--- src/rtl/irq_ctrl_pkg.sv ---
package irq_ctrl_pkg;

    localparam int unsigned FLAG_W     = 8;
    localparam int unsigned XFER_BITS  = 8;
    localparam int unsigned CMD_ADDR_W = 6;

    localparam logic [CMD_ADDR_W-1:0] ADDR_PEEK  = 6'h04;
    localparam logic [CMD_ADDR_W-1:0] ADDR_CLEAR = 6'h05;

    localparam int unsigned SUPPLY_IDX = 6;
    localparam int unsigned TEMP_IDX   = 5;

    typedef enum logic {
        SEQ_IDLE = 1'b0,
        SEQ_HOLD = 1'b1
    } seq_state_e;

    typedef struct packed {
        logic take_snap;
        logic clear_snap;
    } rd_ctrl_t;

    function automatic rd_ctrl_t decode_cmd(
        input logic                  accept,
        input logic [CMD_ADDR_W-1:0] addr,
        input logic [CMD_ADDR_W-1:0] peek_addr,
        input logic [CMD_ADDR_W-1:0] clear_addr
    );
        rd_ctrl_t c;
        c.clear_snap = accept && (addr == clear_addr);
        c.take_snap  = accept && ((addr == clear_addr) || (addr == peek_addr));
        return c;
    endfunction

endpackage

--- src/rtl/irq_flag_bank.sv ---
module irq_flag_bank
    import irq_ctrl_pkg::*;
#(
    parameter int unsigned NUM_FLAGS  = FLAG_W,
    parameter int unsigned FIXED_IDX  = SUPPLY_IDX
) (
    input  logic                 clk,
    input  logic                 rst,
    input  logic [NUM_FLAGS-1:0] evt,
    input  rd_ctrl_t             ctrl,
    input  logic                 en_wr,
    input  logic [NUM_FLAGS-1:0] en_wdata,
    output logic [NUM_FLAGS-1:0] st_q,
    output logic [NUM_FLAGS-1:0] en_q,
    output logic [NUM_FLAGS-1:0] snap_q
);

    // One sticky flag and one enable bit per source; the fixed-off
    // source gets a constant-zero enable instead of a register.
    for (genvar gi = 0; gi < NUM_FLAGS; gi++) begin : g_flag
        localparam logic RST_VAL = (gi == FIXED_IDX);

        always_ff @(posedge clk) begin
            if (rst)
                st_q[gi] <= RST_VAL;
            else if (ctrl.clear_snap)
                st_q[gi] <= evt[gi];
            else
                st_q[gi] <= st_q[gi] | evt[gi];
        end

        if (gi == FIXED_IDX) begin : g_fixed_off
            assign en_q[gi] = 1'b0;
        end else begin : g_enable
            always_ff @(posedge clk) begin
                if (rst)
                    en_q[gi] <= 1'b0;
                else if (en_wr)
                    en_q[gi] <= en_wdata[gi];
            end
        end
    end

    always_ff @(posedge clk) begin
        if (rst)
            snap_q <= '0;
        else if (ctrl.take_snap)
            snap_q <= st_q;
    end

endmodule

--- src/rtl/irq_rd_seq.sv ---
module irq_rd_seq
    import irq_ctrl_pkg::*;
#(
    parameter int unsigned BYTE_BITS = XFER_BITS
) (
    input  logic clk,
    input  logic rst,
    input  logic start,
    input  logic bit_out,
    output logic hold
);

    localparam int unsigned CNT_W = (BYTE_BITS > 1) ? $clog2(BYTE_BITS) : 1;
    localparam logic [CNT_W-1:0] LAST_CNT = CNT_W'(BYTE_BITS - 1);

    seq_state_e       state_q;
    logic [CNT_W-1:0] cnt_q;

    always_ff @(posedge clk) begin
        if (rst) begin
            state_q <= SEQ_IDLE;
            cnt_q   <= '0;
        end else begin
            case (state_q)
                SEQ_IDLE: begin
                    if (start) begin
                        state_q <= SEQ_HOLD;
                        cnt_q   <= '0;
                    end
                end
                SEQ_HOLD: begin
                    if (bit_out) begin
                        if (cnt_q == LAST_CNT) begin
                            state_q <= SEQ_IDLE;
                            cnt_q   <= '0;
                        end else begin
                            cnt_q <= cnt_q + 1'b1;
                        end
                    end
                end
                default: state_q <= SEQ_IDLE;
            endcase
        end
    end

    assign hold = (state_q == SEQ_HOLD);

endmodule

--- src/rtl/irq_pin_drv.sv ---
module irq_pin_drv #(
    parameter int unsigned NUM_FLAGS = 8
) (
    input  logic [NUM_FLAGS-1:0] st,
    input  logic [NUM_FLAGS-1:0] en,
    input  logic                 hold,
    output logic                 irq_n,
    output logic                 irq_oe
);

    logic pull_low;

    always_comb begin
        pull_low = (|(st & en)) && !hold;
        irq_oe   = pull_low;
        irq_n    = !pull_low;
    end

endmodule

--- src/rtl/irq_flag_ctrl.sv ---
module irq_flag_ctrl
    import irq_ctrl_pkg::*;
#(
    parameter int unsigned NUM_FLAGS  = FLAG_W,
    parameter int unsigned ADDR_W     = CMD_ADDR_W,
    parameter int unsigned BYTE_BITS  = XFER_BITS,
    parameter int unsigned FIXED_IDX  = SUPPLY_IDX,
    parameter logic [ADDR_W-1:0] PEEK_ADDR  = ADDR_W'(ADDR_PEEK),
    parameter logic [ADDR_W-1:0] CLEAR_ADDR = ADDR_W'(ADDR_CLEAR)
) (
    input  logic                 clk,
    input  logic                 rst,
    input  logic [NUM_FLAGS-1:0] evt_pulse,
    input  logic                 en_wr,
    input  logic [NUM_FLAGS-1:0] en_wdata,
    input  logic                 cmd_done,
    input  logic [ADDR_W-1:0]    cmd_addr,
    input  logic                 bit_out,
    output logic [NUM_FLAGS-1:0] rd_byte,
    output logic                 irq_n,
    output logic                 irq_oe
);

    logic                 rd_hold;
    logic                 cmd_accept;
    rd_ctrl_t             rd_ctrl;
    logic [NUM_FLAGS-1:0] st_q;
    logic [NUM_FLAGS-1:0] en_q;

    assign cmd_accept = cmd_done && !rd_hold;

    always_comb begin
        rd_ctrl.clear_snap = cmd_accept && (cmd_addr == CLEAR_ADDR);
        rd_ctrl.take_snap  = cmd_accept &&
                             ((cmd_addr == CLEAR_ADDR) || (cmd_addr == PEEK_ADDR));
    end

    irq_flag_bank #(
        .NUM_FLAGS (NUM_FLAGS),
        .FIXED_IDX (FIXED_IDX)
    ) u_bank (
        .clk      (clk),
        .rst      (rst),
        .evt      (evt_pulse),
        .ctrl     (rd_ctrl),
        .en_wr    (en_wr),
        .en_wdata (en_wdata),
        .st_q     (st_q),
        .en_q     (en_q),
        .snap_q   (rd_byte)
    );

    irq_rd_seq #(
        .BYTE_BITS (BYTE_BITS)
    ) u_seq (
        .clk     (clk),
        .rst     (rst),
        .start   (rd_ctrl.clear_snap),
        .bit_out (bit_out),
        .hold    (rd_hold)
    );

    irq_pin_drv #(
        .NUM_FLAGS (NUM_FLAGS)
    ) u_pin (
        .st     (st_q),
        .en     (en_q),
        .hold   (rd_hold),
        .irq_n  (irq_n),
        .irq_oe (irq_oe)
    );

endmodule

--- config.mk ---
export PLATFORM = sky130hd
export DESIGN_NAME = irq_flag_ctrl
export DESIGN_NICKNAME = d
export VERILOG_FILES = /design/src/rtl/irq_ctrl_pkg.sv /design/src/rtl/irq_flag_bank.sv /design/src/rtl/irq_rd_seq.sv /design/src/rtl/irq_pin_drv.sv /design/src/rtl/irq_flag_ctrl.sv
export SDC_FILE = /design/constraint.sdc
export NUM_CORES = 1
export LEC_CHECK = 0
export ABC_AREA = 1
export CORE_ASPECT_RATIO = 0.7
export CORE_UTILIZATION = 60
export DETAILED_ROUTE_END_ITERATION = 8
export DONT_BUFFER_PORTS = 1
export PLACE_DENSITY = 0.78
export RECOVER_POWER = 25
export SLEW_MARGIN = 20
export SYNTH_ARGS = -nofsm -noshare
export SYNTH_HDL_FRONTEND = slang
export SYNTH_SLANG_ARGS = --single-unit
--- constraint.sdc ---
create_clock -name clk -period 2.15 [get_ports clk]
set_clock_uncertainty 0.2 [all_clocks]
set_input_delay 0.215 -clock clk [delete_from_list [all_inputs] [get_ports clk]]
set_output_delay 0.215 -clock clk [all_outputs]
set_load 0.005 [all_outputs]
==> results.yml <==
cts:
  clk_latency_ps: 330
  htreeDepth: 1
  cts_setup_buffers: 0
  cts_tree: "built"
  cts_buffers: 3
  cts_buffer_depth: 2
  cts_resized: 0
  cts_hold_buf: 31
  clock-root-buffer: "clkbuf_4"
  path_clk_slew_ps: 150
  numClockSinks: 27
run:
  cap_violations: 0
timing:
  rsz0062_at_grt: "false"
  maxSlewHeadroom_pct: 68.2
  drv_slew: 0
  post-route-period-util_pct: 96.1
  setup_viol: 0
  tns_ps: 0
  hold_viol: 0
  max_clock_freq_ghz: 0.484
  period_needed_ps: 2070
  tightest_slew_ps: 476
floorplanning:
  core_area_sq_um: 1680
  dieArea_sq_um: 2090
  die_w_microns: 54.2
  initial_core_util_pct: 68.2
  rows: 12
  chipHeight_microns: 38.6
  num_io_pins: 37
yosys:
  seq_area_frac_synth_pct: 47.2
  synthCells: 146
  yosysUniqueCellTypes: 19
  avgSynthCellArea_sq_um: 7.85
  syn_nets: 175
  synth-seq-cells: 27
  yosys_warnings: 0
  syn_area_sq_um: 1150
grt:
  grt_pass1_vias: 1084
  use_met1_pct: 36.5
  met3_usage_pct: 12.3
  gr-usage-met2_pct: 57.9
  antenna_found_initial: 0
  grt.busiest_layer: "met2"
  grt_usage_pct: 33.7
  grt_pass1_wl_microns: 4730
  grt-ovfl-total: 0
  grt_max_degree: 20
power:
  power_density_nw_per_um2: 600
  power.leakage_nw: 0.687
  irDropWorstVdd_mv: 0.505
critical_path:
  crit_path_top_delay_cell: "dlygate4sd3_1"
  worstSetupPathType: "in -> reg"
  max_stage_delay_ps: 590
  cp.required_ps: 2180
  crit_chain: "dlygate4sd3_1 -> nor2_1 -> dlygate4sd3_1 -> nor2_1 -> dlygate4sd3_1"
  arrival_ps: 2100
  cp_common_cell: "dlygate4sd3_1"
  cp-end-kind: "flop"
  critPathMaxFanout: 1
  cp-start-kind: "input port"
drt:
  first_pass_iters: 7
  wl_per_cell_microns: 15.3
  drtIter0Drc: 68
  vias: 1115
  ant_nets: 0
  drc: 0
  routed_wl_microns: 3040
  routed_via_density: 5.60
layout:
  layout-drive-gt1-share_pct: 11.2
  instances_no_fill: 199
  multiInputGateArea_sq_um: 523
  fillCellCount: 83
  final_cell_mix: "nor2_1 (43), dlygate4sd3_1 (31), dfxtp_1 (27)"
  antennaDiodeCount: 0
  fin_nets: 208
  regArea_sq_um: 541
  area_delta_synth_final_pct: 29.1
  final_common_cell: "nor2_1"
placement:
  port_buffers: 0
  dp.cells: 164
  gp_congestion: 0.777
  dpl.hpwl_microns: 1450
hold_path:
  min_path_type: "in -> reg"
outcome:
  status: "finished, final reports clean"
-- routing by layer --
layer	wire, microns	share of wire (%)	vias up
li1	-	-	527
met1	1220	40	490
met2	1410	46	82
met3	304	10	16
met4	107	3.5	0
met5	0	0	-
-- metrics by stage --
stage	util [%]	setup WS (ps)	power (mW)	cell area (sq um)	hold WS, ps
6_report	88.0	84.6	0.888	1480	31.5
5_1_grt	88.0	58.6	0.924	1480	31.1
4_1_cts	88.0	206	0.874	1480	24.0
3_5_place_dp	67.8	780	0.609	1140	87.3
3_3_place_gp	67.8	813	0.606	1140	86.5
2_1_floorplan	-	849	0.600	1150	95.5
-- cell usage after synthesis --
cell      number  area [sq um]
nor2_8         1          20.0
nand2_4        2          22.5
nor2_1        43           161
nor3b_1        1          7.51
buf_4          1          7.51
inv_1         11          41.3
nor2_4         1          11.3
dfxtp_1       27           541
a21oi_1        5          25.0
buf_12         1          20.0
nand3_1        3          15.0
clkinv_2       1          5.00
o21ai_0       15          75.1
nand2_2        1          6.26
buf_2          1          5.00
nand2_1       20          75.1
inv_2          1          3.75
a21oi_2        9          78.8
ha_1           2          25.0
-- final timing paths --
check | start | endpoint | slack, ps | cells after the start
setup / recovery | en_wdata[4] | u_bank.en_q[4]$_SDFFE_PP0P_ | 80 | 5
hold / removal | cmd_addr[1] | u_bank.snap_q[1]$_SDFFE_PP0P_ | 30 | 4
setup reg to reg | u_seq.hold$_SDFF_PP0_ | u_bank.st_q[7]$_SDFF_PP0_ | 320 | 7
hold reg to reg | u_bank.st_q[6]$_SDFF_PP1_ | u_bank.st_q[6]$_SDFF_PP1_ | 290 | 2
-- cell families after synthesis --
| family | Yosys count | synth area share [%] |
|---|---|---|
| buf+inv | 16 | 7.20 |
| flops | 27 | 47.2 |
| compound gates | 29 | 15.6 |
| simple gates | 72 | 27.8 |
| fa+ha+maj | 2 | 2.18 |
-- sequential cells by signal, summed over array words and instances, names as in the netlist --
signal         flops
u_bank.st_q        8
u_seq.cnt_q        3
u_seq.hold         1
u_bank.snap_q      8
u_bank.en_q        7
-- critical path: cells and delay by family --
family / cells / cell delay (ps)
buf+inv: 3 / 1690
simple gates: 2 / 200
-- power by group --
group	switching, mW	internal (mW)	leakage (nW)
Combinational	0.0561	0.0644	0.451
Sequential	0.0192	0.522	0.222
Clock	0.155	0.0713	0.0139
Total	0.230	0.658	0.687
-- layout make-up --
cell class,instances,area share (%)
clock buffers,3,1.52
clock inverters,1,0.507
inverters,13,3.38
multi-input cells,103,35.3
flip-flops and latches,27,36.5
well taps,21,1.78
repair buffers,31,21.0
Power figures use the tool's default switching activity.
